==> src/rtl/ctl3w_pkg.sv <==
package ctl3w_pkg;

   typedef enum logic [3:0] {
      ST_IDLE,
      ST_ENGAGE,
      ST_SETUP,
      ST_BIT_LO,
      ST_BIT_HI,
      ST_HOLD,
      ST_HALT_LO,
      ST_HALT_HI,
      ST_FINISH
   } ctl3w_state_e;

   // pin bundle handed from the decoder to the output stage
   typedef struct packed {
      logic oe;
      logic sclk;
      logic sdat;
      logic sel;
      logic done;
      logic busy;
   } ctl3w_pins_t;

   localparam ctl3w_pins_t PINS_RELEASED = '{oe: 1'b0, sclk: 1'b1, sdat: 1'b1,
                                             sel: 1'b1, done: 1'b0, busy: 1'b0};

   function automatic int max_of5(input int a, input int b, input int c,
                                  input int d, input int e);
      int m;
      m = a;
      if (b > m) m = b;
      if (c > m) m = c;
      if (d > m) m = d;
      if (e > m) m = e;
      return m;
   endfunction

endpackage

==> src/rtl/ctl3w_timer.sv <==
module ctl3w_timer #(
   parameter int CW = 4
) (
   input  logic          clk,
   input  logic          rst,
   input  logic          load,
   input  logic [CW-1:0] load_val,
   output logic          zero
);
   logic [CW-1:0] cnt_q;

   always_ff @(posedge clk) begin
      if (rst)
         cnt_q <= '0;
      else if (load)
         cnt_q <= load_val;
      else if (cnt_q != '0)
         cnt_q <= cnt_q - 1'b1;
   end

   assign zero = (cnt_q == '0);

   // an expired phase counter stays expired until the FSM reloads it
   p_timer_parked_r4: assert property (@(posedge clk) disable iff (rst)
      (zero && !load) |=> zero);

endmodule

==> src/rtl/ctl3w_shifter.sv <==
module ctl3w_shifter #(
   parameter int BYTE_W = 8
) (
   input  logic              clk,
   input  logic              rst,
   input  logic              load,
   input  logic [BYTE_W-1:0] load_byte,
   input  logic              shift,
   output logic              bit_o,
   output logic              last_o
);
   localparam int IW = (BYTE_W > 1) ? $clog2(BYTE_W) : 1;
   localparam logic [IW-1:0] LAST_IDX = IW'(BYTE_W - 1);

   logic [BYTE_W-1:0] sh_q;
   logic [IW-1:0]     idx_q;

   always_ff @(posedge clk) begin
      if (rst) begin
         sh_q  <= '0;
         idx_q <= '0;
      end else if (load) begin
         sh_q  <= load_byte;
         idx_q <= '0;
      end else if (shift) begin
         sh_q  <= sh_q >> 1;
         idx_q <= idx_q + 1'b1;
      end
   end

   // least significant bit leaves first
   assign bit_o  = sh_q[0];
   assign last_o = (idx_q == LAST_IDX);

   p_no_shift_past_byte_r3: assert property (@(posedge clk) disable iff (rst)
      shift |-> !last_o);

endmodule

==> src/rtl/ctl3w_pin_stage.sv <==
module ctl3w_pin_stage
   import ctl3w_pkg::*;
#(
   parameter bit REGISTER_PINS = 1'b1
) (
   input  logic        clk,
   input  logic        rst,
   input  ctl3w_pins_t pins_d,
   output ctl3w_pins_t pins_q
);
   generate
      if (REGISTER_PINS) begin : g_flopped
         ctl3w_pins_t q_r;
         always_ff @(posedge clk) begin
            if (rst)
               q_r <= PINS_RELEASED;
            else
               q_r <= pins_d;
         end
         assign pins_q = q_r;
      end else begin : g_direct
         logic unused_ok;
         assign unused_ok = clk ^ rst;
         assign pins_q = rst ? PINS_RELEASED : pins_d;
      end
   endgenerate

endmodule

==> src/rtl/ctl3w_write_master.sv <==
module ctl3w_write_master
   import ctl3w_pkg::*;
#(
   parameter int ADDR_W        = 6,
   parameter int KIND_W        = 2,
   parameter int BYTE_W        = 8,
   parameter int T_LOW         = 4,
   parameter int T_HIGH        = 4,
   parameter int T_SETUP       = 2,
   parameter int T_HOLD        = 2,
   parameter int T_HALT        = 6,
   parameter bit REGISTER_PINS = 1'b1
) (
   input  logic              clk,
   input  logic              rst,
   input  logic              start,
   input  logic [ADDR_W-1:0] dev_addr,
   input  logic [KIND_W-1:0] reg_kind,
   input  logic              ext_write,
   input  logic [BYTE_W-1:0] byte_a,
   input  logic [BYTE_W-1:0] byte_b,
   output logic              busy,
   output logic              done,
   output logic              wire_oe,
   output logic              wire_clk,
   output logic              wire_dat,
   output logic              wire_sel
);
   localparam int TMAX = max_of5(T_LOW, T_HIGH, T_SETUP, T_HOLD, T_HALT);
   localparam int CW   = (TMAX > 1) ? $clog2(TMAX) : 1;
   localparam logic [CW-1:0] LD_LOW   = CW'(T_LOW - 1);
   localparam logic [CW-1:0] LD_HIGH  = CW'(T_HIGH - 1);
   localparam logic [CW-1:0] LD_SETUP = CW'(T_SETUP - 1);
   localparam logic [CW-1:0] LD_HOLD  = CW'(T_HOLD - 1);
   localparam logic [CW-1:0] LD_HALT  = CW'(T_HALT - 1);

   // elaboration-time parameter checks
   generate
      if (T_LOW < 1 || T_HIGH < 1 || T_SETUP < 1 || T_HOLD < 1 || T_HALT < 1) begin : g_bad_timing
         $error("ctl3w_write_master: every phase length must be at least one cycle");
      end
      if (ADDR_W + KIND_W != BYTE_W) begin : g_bad_split
         $error("ctl3w_write_master: address and kind fields must fill one byte");
      end
   endgenerate

   // ---------------- state ----------------
   ctl3w_state_e      state_q, state_d;
   logic [1:0]        idx_q;
   logic              ext_q;
   logic [BYTE_W-1:0] addr_q, a_q, b_q;
   logic              hold_q;
   logic              done_q;

   // control strobes from the next-state logic
   logic              t_load, t_zero;
   logic [CW-1:0]     t_val;
   logic              sh_load, sh_shift, sh_bit, sh_last;
   logic              idx_inc, accept, done_set;
   logic [BYTE_W-1:0] cur_byte;

   // ---------------- phase counter ----------------
   ctl3w_timer #(.CW(CW)) u_timer (
      .clk      (clk),
      .rst      (rst),
      .load     (t_load),
      .load_val (t_val),
      .zero     (t_zero)
   );

   // ---------------- byte shifter ----------------
   always_comb begin
      unique case (idx_q)
         2'd0:    cur_byte = addr_q;
         2'd1:    cur_byte = a_q;
         default: cur_byte = b_q;
      endcase
   end

   ctl3w_shifter #(.BYTE_W(BYTE_W)) u_shift (
      .clk       (clk),
      .rst       (rst),
      .load      (sh_load),
      .load_byte (cur_byte),
      .shift     (sh_shift),
      .bit_o     (sh_bit),
      .last_o    (sh_last)
   );

   // ---------------- next-state logic ----------------
   always_comb begin
      state_d  = state_q;
      t_load   = 1'b0;
      t_val    = '0;
      sh_load  = 1'b0;
      sh_shift = 1'b0;
      idx_inc  = 1'b0;
      accept   = 1'b0;
      done_set = 1'b0;
      unique case (state_q)
         ST_IDLE: begin
            if (start) begin
               accept  = 1'b1;
               state_d = ST_ENGAGE;
               t_load  = 1'b1;
               t_val   = LD_SETUP;
            end
         end
         ST_ENGAGE: begin
            if (t_zero) begin
               state_d = ST_SETUP;
               t_load  = 1'b1;
               t_val   = LD_SETUP;
            end
         end
         ST_SETUP: begin
            sh_load = 1'b1;
            if (t_zero) begin
               state_d = ST_BIT_LO;
               t_load  = 1'b1;
               t_val   = LD_LOW;
            end
         end
         ST_BIT_LO: begin
            if (t_zero) begin
               state_d = ST_BIT_HI;
               t_load  = 1'b1;
               t_val   = LD_HIGH;
            end
         end
         ST_BIT_HI: begin
            if (t_zero) begin
               t_load = 1'b1;
               if (!sh_last) begin
                  sh_shift = 1'b1;
                  state_d  = ST_BIT_LO;
                  t_val    = LD_LOW;
               end else begin
                  state_d  = ST_HOLD;
                  t_val    = LD_HOLD;
               end
            end
         end
         ST_HOLD: begin
            if (t_zero) begin
               t_load = 1'b1;
               if (idx_q == 2'd0) begin
                  idx_inc = 1'b1;
                  state_d = ST_SETUP;
                  t_val   = LD_SETUP;
               end else if (idx_q == 2'd1 && ext_q) begin
                  idx_inc = 1'b1;
                  state_d = ST_HALT_LO;
                  t_val   = LD_HALT;
               end else begin
                  state_d = ST_FINISH;
                  t_val   = '0;
               end
            end
         end
         ST_HALT_LO: begin
            if (t_zero) begin
               state_d = ST_HALT_HI;
               t_load  = 1'b1;
               t_val   = LD_HIGH;
            end
         end
         ST_HALT_HI: begin
            if (t_zero) begin
               state_d = ST_SETUP;
               t_load  = 1'b1;
               t_val   = LD_SETUP;
            end
         end
         ST_FINISH: begin
            if (t_zero) begin
               state_d  = ST_IDLE;
               done_set = 1'b1;
            end
         end
         default: state_d = ST_IDLE;
      endcase
   end

   // ---------------- registers ----------------
   always_ff @(posedge clk) begin
      if (rst) begin
         state_q <= ST_IDLE;
         idx_q   <= 2'd0;
         ext_q   <= 1'b0;
         addr_q  <= '0;
         a_q     <= '0;
         b_q     <= '0;
         hold_q  <= 1'b1;
         done_q  <= 1'b0;
      end else begin
         state_q <= state_d;
         done_q  <= done_set;
         if (accept) begin
            idx_q  <= 2'd0;
            ext_q  <= ext_write;
            addr_q <= {dev_addr, reg_kind};
            a_q    <= byte_a;
            b_q    <= byte_b;
            hold_q <= 1'b1;
         end else begin
            if (idx_inc)
               idx_q <= idx_q + 2'd1;
            if (state_q == ST_BIT_HI)
               hold_q <= sh_bit;
         end
      end
   end

   // ---------------- pin decode ----------------
   ctl3w_pins_t pins_d, pins_q;
   logic        in_data;

   assign in_data = (idx_q != 2'd0);

   always_comb begin
      pins_d      = PINS_RELEASED;
      pins_d.done = done_q;
      pins_d.busy = (state_q != ST_IDLE);
      unique case (state_q)
         ST_ENGAGE, ST_FINISH: begin
            pins_d.oe = 1'b1;
         end
         ST_SETUP: begin
            pins_d.oe   = 1'b1;
            pins_d.sclk = in_data;
            pins_d.sdat = hold_q;
            pins_d.sel  = in_data;
         end
         ST_BIT_LO, ST_BIT_HI: begin
            pins_d.oe   = 1'b1;
            pins_d.sclk = (state_q == ST_BIT_HI);
            pins_d.sdat = sh_bit;
            pins_d.sel  = in_data;
         end
         ST_HOLD: begin
            pins_d.oe   = 1'b1;
            pins_d.sdat = hold_q;
            pins_d.sel  = in_data;
         end
         ST_HALT_LO, ST_HALT_HI: begin
            pins_d.oe   = 1'b1;
            pins_d.sclk = (state_q == ST_HALT_HI);
            pins_d.sdat = hold_q;
         end
         default: ;
      endcase
   end

   ctl3w_pin_stage #(.REGISTER_PINS(REGISTER_PINS)) u_pins (
      .clk    (clk),
      .rst    (rst),
      .pins_d (pins_d),
      .pins_q (pins_q)
   );

   assign wire_oe  = pins_q.oe;
   assign wire_clk = pins_q.sclk;
   assign wire_dat = pins_q.sdat;
   assign wire_sel = pins_q.sel;
   assign busy     = pins_q.busy;
   assign done     = pins_q.done;

   // ---------------- assertions ----------------
   // data stays put across the rising clock inside a bit cell
   p_bit_data_steady_r4: assert property (@(posedge clk) disable iff (rst)
      (state_q == ST_BIT_HI && $past(state_q) == ST_BIT_LO) |-> (sh_bit == $past(sh_bit)));

   // a byte is closed only after its final bit
   p_hold_after_last_bit_r3: assert property (@(posedge clk) disable iff (rst)
      (state_q == ST_HOLD && $past(state_q) == ST_BIT_HI) |-> $past(sh_last));

   // the halt gap only ever precedes the second data byte of an extended write
   p_halt_second_only_r7: assert property (@(posedge clk) disable iff (rst)
      (state_q == ST_HALT_LO) |-> (idx_q == 2'd2 && ext_q));

   // captured transfer contents do not move when start arrives mid-transfer
   p_busy_start_ignored_r10: assert property (@(posedge clk) disable iff (rst)
      (state_q != ST_IDLE && start) |=> ($stable(addr_q) && $stable(a_q) &&
                                         $stable(b_q) && $stable(ext_q)));

   // done coincides with the release of the lines, and lasts one cycle
   p_done_released_r9: assert property (@(posedge clk) disable iff (rst)
      done |-> (!wire_oe && !busy));

   p_done_single_r9: assert property (@(posedge clk) disable iff (rst)
      done |=> !done);

endmodule

==> config.mk <==
export PLATFORM = sky130hd
export DESIGN_NAME = ctl3w_write_master
export DESIGN_NICKNAME = d
export VERILOG_FILES = /design/src/rtl/ctl3w_pkg.sv /design/src/rtl/ctl3w_timer.sv /design/src/rtl/ctl3w_shifter.sv /design/src/rtl/ctl3w_pin_stage.sv /design/src/rtl/ctl3w_write_master.sv
export SDC_FILE = /design/constraint.sdc
export NUM_CORES = 1
export LEC_CHECK = 0
export ABC_AREA = 1
export ABC_CLOCK_PERIOD_IN_PS = 1200
export BUFFER_PORTS_ARGS = -buffer_cell sky130_fd_sc_hd__buf_2
export CAP_MARGIN = 30
export CORE_AREA = 2 2 74 76
export DETAILED_ROUTE_END_ITERATION = 10
export DIE_AREA = 0 0 76 78
export PLACE_DENSITY_LB_ADDON = 0.05
export SYNTH_ARGS = -nofsm -noshare
export SYNTH_HDL_FRONTEND = slang
export SYNTH_SLANG_ARGS = --single-unit
==> constraint.sdc <==
create_clock -name clk -period 1.2 [get_ports clk]
set_input_delay 0.12 -clock clk [delete_from_list [all_inputs] [get_ports clk]]
set_output_delay 0.12 -clock clk [all_outputs]
set_load 0.01 [all_outputs]
==> results of run 1 <==
## area by class of cell
type | instances | share of cell area [%]
clock inverters | 2 | 0.975
inverters | 39 | 4.23
clock buffers | 6 | 2.15
repair inverters | 1 | 0.130
flip-flops and latches | 53 | 28.0
well taps | 70 | 2.28
repair buffers | 90 | 19.3
multi-input cells | 238 | 43.0
## per-layer routing
metal	global-route usage (%)	share of wire [%]	vias to the layer above
met2	38.7	49	64
met1	30.3	45	1142
met5	0	0	-
li1	-	-	1282
met4	7.82	1.3	0
met3	3.60	5.2	11
## where the power goes
group	internal (mW)	total, mW	leakage [nW]	switching [mW]
sequential	2.23	2.47	0.438	0.243
clock	0.679	1.27	0.0574	0.595
combinational	2.61	5.37	1.12	2.76
## cells in the final DEF, fill, tap and decap left out, types with 7 or more instances in the layout
cell | synthesis | layout
sky130_fd_sc_hd__nand3_2 | 2 | 9
sky130_fd_sc_hd__o21ai_0 | 29 | 9
sky130_fd_sc_hd__nor2_4 | 4 | 7
sky130_fd_sc_hd__inv_2 | 5 | 12
sky130_fd_sc_hd__inv_1 | 33 | 22
sky130_fd_sc_hd__buf_4 | 1 | 40
sky130_fd_sc_hd__buf_2 | 3 | 33
sky130_fd_sc_hd__nand2_4 | 3 | 9
sky130_fd_sc_hd__a21oi_2 | 0 | 15
sky130_fd_sc_hd__nand2_2 | 2 | 11
sky130_fd_sc_hd__nor2_1 | 46 | 40
sky130_fd_sc_hd__nand2_1 | 57 | 40
sky130_fd_sc_hd__nor2_2 | 4 | 7
sky130_fd_sc_hd__a21oi_1 | 35 | 20
sky130_fd_sc_hd__dfxtp_1 | 53 | 45
sky130_fd_sc_hd__o21ai_2 | 0 | 15
sky130_fd_sc_hd__buf_6 | 6 | 9
sky130_fd_sc_hd__o21ai_1 | 20 | 22
## registers in the layout (all words and copies together) (netlist names), 2 cells and up
register / count
a_q: 8
addr_q: 8
b_q: 8
u_shift.sh_q: 8
u_pins.pins_q: 6
state_q: 4
u_shift.idx_q: 3
u_timer.cnt_q: 3
idx_q: 2
## worst min-delay path, delay by kind of cell
family          cells  cell delay, ns
simple gates        1            0.06
compound gates      1            0.04
buf+inv             1            0.10
## cell families after synthesis
logic type | Yosys count
AO/OA/AOI/OAI | 88
XOR/XNOR | 2
flip-flops | 53
adder cells (fa/ha/maj) | 6
AND/OR/NAND/NOR | 140
buffers and inverters | 53
## worst max path at each step
stage	start	endpoint	slack [ns]
final	state_q[0]	idx_q[0]	-0.18
after global routing	u_shift.idx_q[1]	u_shift.sh_q[2]	-0.26
after CTS	u_shift.idx_q[1]	u_shift.sh_q[5]	-0.15
after detailed placement	idx_q[0]	u_shift.sh_q[5]	-0.24
after global placement	idx_q[1]	u_shift.sh_q[3]	-0.22
after floorplan	u_timer.cnt_q[0]	u_shift.sh_q[0]	-0.06
## through the flow
step | area, um^2 | hold slack, ns | power, mW | util (%) | std cells
after floorplan | 2560 | 0.284 | 4.53 | - | 342
after global placement | 3060 | 0.381 | 5.63 | 60.6 | 475
after detailed placement | 3060 | 0.389 | 5.65 | 60.6 | 475
after CTS | 3540 | 0.0629 | 8.29 | 70.2 | 495
after global routing | 3850 | 0.0615 | 9.64 | 76.3 | 499
final | 3850 | 0.0516 | 9.12 | 76.3 | 499
## Yosys cell counts
cell type,count
sky130_fd_sc_hd__nand2_1,57
sky130_fd_sc_hd__nor2_2,4
sky130_fd_sc_hd__inv_1,33
sky130_fd_sc_hd__buf_2,3
sky130_fd_sc_hd__nor3_1,2
sky130_fd_sc_hd__buf_4,1
sky130_fd_sc_hd__dfxtp_1,53
sky130_fd_sc_hd__or2_4,1
sky130_fd_sc_hd__xor2_1,2
sky130_fd_sc_hd__o21bai_1,1
sky130_fd_sc_hd__nand4_1,2
sky130_fd_sc_hd__o21ai_1,20
sky130_fd_sc_hd__nand2_4,3
sky130_fd_sc_hd__inv_4,1
sky130_fd_sc_hd__buf_6,6
sky130_fd_sc_hd__o211ai_1,1
sky130_fd_sc_hd__clkbuf_1,3
sky130_fd_sc_hd__buf_1,1
sky130_fd_sc_hd__nor2_1,46
sky130_fd_sc_hd__ha_1,6
sky130_fd_sc_hd__nand3_1,16
sky130_fd_sc_hd__a21oi_1,35
sky130_fd_sc_hd__a211oi_1,1
sky130_fd_sc_hd__inv_2,5
sky130_fd_sc_hd__o22ai_1,1
sky130_fd_sc_hd__o21ai_0,29
sky130_fd_sc_hd__nor2_4,4
sky130_fd_sc_hd__nand2_2,2
sky130_fd_sc_hd__nand2_8,1
sky130_fd_sc_hd__nand3_2,2
## what timing repair did
| item | CTS | global route |
|---|---|---|
| pin swaps | 20 | 27 |
| buffers inserted | 8 | 3 |
| gates cloned | 5 | 1 |
| setup endpoints to repair | 47 | 49 |
| resized for setup | 75 | 67 |
| hold buffers | 0 | 0 |
==> summary.txt, run 1 <==
=================================================================================================================
Run status                                                                                           finished with violations
Violated checks                                                                                      setup timing
Maximum achievable frequency                                                                            0.724 GHz
Depth of the worst register-to-register path                                                                    8
Worst path buffer plus inverter count                                                                           2
Area of the core                                                                                        5040 um^2
Sequential fraction of the synthesis area                                                                   42.3%
Main combinational cell family by area after synthesis                                               simple AND/OR/NAND/NOR gates
Via density                                                                                                  5.01
Total wirelength of the detailed-routed design                                                            7040 um
Number of distinct library cells after synthesis                                                               30
Max IR drop VDD                                                                                           1.43 mV
Endpoint, Worst Hold                                                                                    addr_q[1]
Largest delay share family, worst path                                                               simple AND/OR/NAND/NOR gates
Library cell with the largest summed area after synthesis                                            sky130_fd_sc_hd__dfxtp_1
Minimum setup slack after placement                                                                     -0.243 ns
Largest stage delay, worst path                                                                           0.37 ns
Highest net fanout along the worst path                                                                         5
Transition time at the pin with the least slew margin                                                    0.342 ns
Pre-Repair DR Iteration Count                                                                                   5
Total vias in the final route                                                                                2499
Number of storage elements in the synthesis netlist                                                            53
Total GRT Usage                                                                                             23.0%
Final weighted congestion in routability-driven placement                                                   0.877
Setup violations, final                                                                                        49
Number of design-rule violations left by the first detailed-router iteration                                  101
Stages on the worst setup path                                                                                  8
TritonCTS clock tree                                                                                        built
Storage cell area                                                                                       1080 um^2
GRT Residual Overflow                                                                                           0
Die Wd                                                                                                      76 um
FP Rows                                                                                                        26
# clock sinks                                                                                                  53
Kind of critical path                                                                                flop to flop
Worst r2r src                                                                                          state_q[0]
HPWL reported at the end of detailed placement                                                            4230 um
H-tree levels                                                                                                   2
Clock buffer depth                                                                                              2
Synthesis Warnings                                                                                              0
Net count reported at finish                                                                                  462
Compound-gate portion of the synthesized area                                                               17.9%
Starting utilization of the core area                                                                       49.8%
RSZ-0062 raised after global routing                                                                         true
Relative slew margins                                                                                       77.2%
Die H                                                                                                       78 um
Endpoint arrival time on the critical path                                                                1.59 ns
Endpoint of the worst-slack reg-to-reg timing path                                                       idx_q[0]
Synth Area in Simple Gates                                                                                  26.1%
Worst Setup Start Kind                                                                                       flop
Final Hold Violating Endpoints                                                                                  0
Post-synthesis instance area                                                                            2510 um^2
Via count of the first global-routing pass                                                                   2325
Number of design rule violations left after detail routing                                                      0
Startpoint of the worst hold path                                                                     reg_kind[1]
Top cells by area in the synthesized netlist                                                         sky130_fd_sc_hd__dfxtp_1, sky130_fd_sc_hd__nand2_1, sky130_fd_sc_hd__a21oi_1
Total power density per cell area                                                                    2370 nW/um^2
Max capacitance violation total                                                                                 0
Number of inserted diodes                                                                                       0
Number of max-slew violations in the final report                                                               0
Arithmetic-cell share of the synthesized area counting full adders, half adders and majority gates          2.99%
Antenna-violating nets left                                                                                     0
CP required                                                                                               1.40 ns
Total of fill cells in the finished design                                                                    347
Fin crit share                                                                                               115%
Count of buffers from port buffering                                                                           33
Cells along the critical path                                                                        nor2_4, nand2_2, clkinv_4, nand2_8, buf_6, nand2_1, o21bai_1, a21oi_1
Top-area cell type share of the netlist area                                                                42.3%
Routed length per placed instance                                                                         14.1 um
Xor and xnor area share after synthesis                                                                    0.698%
Synthesized area divided by synthesized cell count                                                      7.34 um^2
Cell chosen for the clock root                                                                       sky130_fd_sc_hd__clkbuf_8
Final sum of negative setup slack                                                                        -5.88 ns
First-pass GRT wire length                                                                               10800 um
Worst reg-to-reg setup slack                                                                             -0.18 ns
Mux share of post-synthesis cell area                                                                          0%
Clock transition at the registers of the reported paths                                                   0.10 ns
Final setup margin                                                                                      -0.182 ns
Worst Hold Path Cells                                                                                           3
P&R area growth vs syn                                                                                      53.3%
Multi-input gate area in the final layout                                                               1660 um^2
Pin count of the biggest net entering global routing                                                           18
Synthesized instance count                                                                                    342
Minimum period implied by the final worst setup slack                                                     1.38 ns
Worst setup EP type                                                                                          flop
Die Area                                                                                                5930 um^2
Number of antenna violations at the first check in global routing                                               0
Slowest cell on crit path                                                                            sky130_fd_sc_hd__dfxtp_4
Layout Skew                                                                                            0.00503 ns
Hold Path Class                                                                                      input pin to flop
Latest clock arrival within the worst-skew pair                                                           0.31 ns
Leakage power                                                                                             1.62 nW
Total CTS buffers                                                                                               5
Proportion of layout cells with a drive suffix above 1                                                      50.3%
Post-Synthesis Net Count                                                                                      376
# IOs                                                                                                          34
=================================================================================================================
Note: power is estimated with default switching activity, not from simulation.
==> run 2, diff against run 1 <==
Settings changed: MAX_ROUTING_LAYER set to met4.
==> run 2 against run 1 <==
The flow still finishes with violations (setup timing). Clock skew rose by 0.0019 ns. Utilization rose by 0.57 points. Combinational power up 2%. Total power up 1.1%. Sequential share of layout area is 0.14 points lower. Routed wire length increased by 1.2%. Non-clock buffer count down 1. Final cell count fell by 0.20%. Register-to-register slack about the same. Critical endpoint is now u_shift.sh_q[5].
==> summary.txt, run 2 (synthesis gave the netlist of run 1 again) <==
===========================================================================================
Run status                                                                     finished with violations   unchanged
Violated checks                                                                setup timing   unchanged
Number of max-slew violations in the final report                                         0   unchanged
Net count reported at finish                                                            461   was 462
RSZ-0062 raised after global routing                                                   true   unchanged
Setup violations, final                                                                  49   unchanged
Number of design rule violations left after detail routing                                0   unchanged
Fraction of the core area covered by cells at the end of the flow                     76.9%   was 76.3%
Kind of critical path                                                          flop to flop   unchanged
Clock buffer depth                                                                        2   unchanged
Most frequent cells in the layout                                              sky130_fd_sc_hd__dfxtp_1, sky130_fd_sc_hd__nor2_1, sky130_fd_sc_hd__buf_4   was sky130_fd_sc_hd__dfxtp_1, sky130_fd_sc_hd__nand2_1, sky130_fd_sc_hd__nor2_1, sky130_fd_sc_hd__buf_4, sky130_fd_sc_hd__buf_2
FP Rows                                                                                  26   unchanged
P&R area growth vs syn                                                                54.4%   was 53.3%
Layout Skew                                                                      0.00695 ns   was 0.00503 ns
Total power density per cell area                                              2380 nW/um^2   was 2370 nW/um^2
Multi-input gate area in the final layout                                         1690 um^2   was 1660 um^2
Cell chosen for the clock root                                                 sky130_fd_sc_hd__clkbuf_8   unchanged
Minimum setup slack after placement                                               -0.243 ns   unchanged
Via count of the first global-routing pass                                             2326   was 2325
Number of inserted diodes                                                                 0   unchanged
Slowest cell on crit path                                                      sky130_fd_sc_hd__dfxtp_2   was sky130_fd_sc_hd__dfxtp_4
Number of antenna violations at the first check in global routing                         0   unchanged
Hold Buf Count CTS                                                                        0   unchanged
Area of the core                                                                  5040 um^2   unchanged
Die Area                                                                          5930 um^2   unchanged
Hold Path Class                                                                input pin to flop   unchanged
Routed length per placed instance                                                   14.3 um   was 14.1 um
Leakage power                                                                       1.61 nW   was 1.62 nW
Storage cell area                                                                 1080 um^2   about the same
First-pass GRT wire length                                                         10800 um   about the same
Fin crit share                                                                         115%   about the same
Via density                                                                            5.03   was 5.01
Count of buffers from port buffering                                                     33   unchanged
Die H                                                                                 78 um   unchanged
Finished layout cell area                                                         3880 um^2   was 3850 um^2
Proportion of layout cells with a drive suffix above 1                                51.9%   was 50.3%
Maximum achievable frequency                                                      0.726 GHz   was 0.724 GHz
Worst Setup Start Kind                                                                 flop   unchanged
# clock sinks                                                                            53   unchanged
Total wirelength of the detailed-routed design                                      7120 um   was 7040 um
Final setup margin                                                                -0.177 ns   was -0.182 ns
Worst path buffer plus inverter count                                                     2   unchanged
Max IR drop VDD                                                                     1.42 mV   was 1.43 mV
Transition time at the pin with the least slew margin                              0.335 ns   was 0.342 ns
Antenna-violating nets left                                                               0   unchanged
Placed insts                                                                            475   unchanged
Relative slew margins                                                                 77.7%   was 77.2%
Final weighted congestion in routability-driven placement                             0.891   was 0.877
Standard cell area after detailed placement                                       3060 um^2   unchanged
H-tree levels                                                                             2   unchanged
GRT Residual Overflow                                                                     0   unchanged
Latest clock arrival within the worst-skew pair                                     0.31 ns   about the same
HPWL reported at the end of detailed placement                                      4230 um   unchanged
Most prevalent standard cell on the critical path                              sky130_fd_sc_hd__ha_4
Total CTS buffers                                                                         5   unchanged
Total vias in the final route                                                          2503   was 2499
Final Power                                                                         9.21 mW   was 9.12 mW
# IOs                                                                                    34   unchanged
Starting utilization of the core area                                                 49.8%   unchanged
Pre-Repair DR Iteration Count                                                             4   was 5
Pin count of the biggest net entering global routing                                     18   unchanged
Clock transition at the registers of the reported paths                             0.10 ns   about the same
Hold WS                                                                           0.0509 ns   was 0.0516 ns
Highest net fanout along the worst path                                                   7   was 5
Endpoint arrival time on the critical path                                          1.63 ns   was 1.59 ns
Final Hold Violating Endpoints                                                            0   unchanged
Max capacitance violation total                                                           0   unchanged
Minimum period implied by the final worst setup slack                               1.38 ns   about the same
Largest delay share family, worst path                                         simple AND/OR/NAND/NOR gates   unchanged
TritonCTS clock tree                                                                  built   unchanged
Die Wd                                                                                76 um   unchanged
CP required                                                                         1.45 ns   was 1.40 ns
Number of design-rule violations left by the first detailed-router iteration             96   was 101
Total GRT Usage                                                                       23.7%   was 23.0%
Cells along the critical path                                                  ha_4, ha_4, inv_2, nand3_4, nor2_4, inv_4, nand2_8, o21ai_1, nor2_1   was nor2_4, nand2_2, clkinv_4, nand2_8, buf_6, nand2_1, o21bai_1, a21oi_1
Number of standard cells in the final layout excluding fillers                          498   was 499
Worst setup EP type                                                                    flop   unchanged
Most common library cell in the layout ignoring fill and taps                  sky130_fd_sc_hd__dfxtp_1   unchanged
Largest stage delay, worst path                                                     0.34 ns   was 0.37 ns
Total of fill cells in the finished design                                              340   was 347
Final sum of negative setup slack                                                  -5.47 ns   was -5.88 ns
===========================================================================================
-- run 2: cell types whose count changed in the layout (fill, tap and decap cells not counted), moves of 2 or more --
cell / delta
sky130_fd_sc_hd__o21ai_2: +3
sky130_fd_sc_hd__o21ai_1: -2
sky130_fd_sc_hd__nand2_1: -2
sky130_fd_sc_hd__nand2_2: +2
-- run 2: worst reg2reg max path, cell delays in order, from the launching register on --
cell                      delay (ns)
sky130_fd_sc_hd__dfxtp_2        0.34
sky130_fd_sc_hd__ha_4           0.16
sky130_fd_sc_hd__ha_4           0.15
sky130_fd_sc_hd__inv_2          0.06
sky130_fd_sc_hd__nand3_4        0.08
sky130_fd_sc_hd__nor2_4         0.19
sky130_fd_sc_hd__inv_4          0.09
sky130_fd_sc_hd__nand2_8        0.10
sky130_fd_sc_hd__o21ai_1        0.07
sky130_fd_sc_hd__nor2_1         0.09
-- run 2: area by class of cell --
type,instances,share of cell area [%]
clock buffer,6,2.13
clock inverter,2,0.968
inverter,39,4.26
multi-input combinational,238,43.5
sequential,53,27.8
tap,70,2.26
timing repair buffer,89,18.9
timing repair inverter,1,0.129
-- run 2: worst paths after layout --
kind	cells past startpoint	slack, ns	from	endpoint
max	9	-0.18	u_shift.idx_q[1]	u_shift.sh_q[5]
min	3	0.05	reg_kind[1]	addr_q[1]
max reg2reg	9	-0.18	u_shift.idx_q[1]	u_shift.sh_q[5]
min reg2reg	2	0.43	done_q	u_pins.pins_q[1]
-- run 2: what timing repair did --
action                     4_1_cts  5_1_grt
setup endpoints to repair       47       49
buffers inserted                 8        2
gates resized for setup         75       78
pin swaps                       20       27
gates cloned                     5        1
-- run 2: layer usage --
| layer | vias to the layer above | part of all wire [%] | global-route usage, % |
|---|---|---|---|
| met2 | 63 | 49 | 38.9 |
| met3 | 16 | 4.5 | 3.60 |
| met5 | - | 0 | - |
| met1 | 1147 | 45 | 30.2 |
| met4 | 0 | 1.9 | 7.82 |
| li1 | 1277 | - | - |
-- run 2: power breakdown --
part | switching (mW) | internal (mW)
Sequential | 0.241 | 2.24
Combinational | 2.83 | 2.63
Clock | 0.598 | 0.679
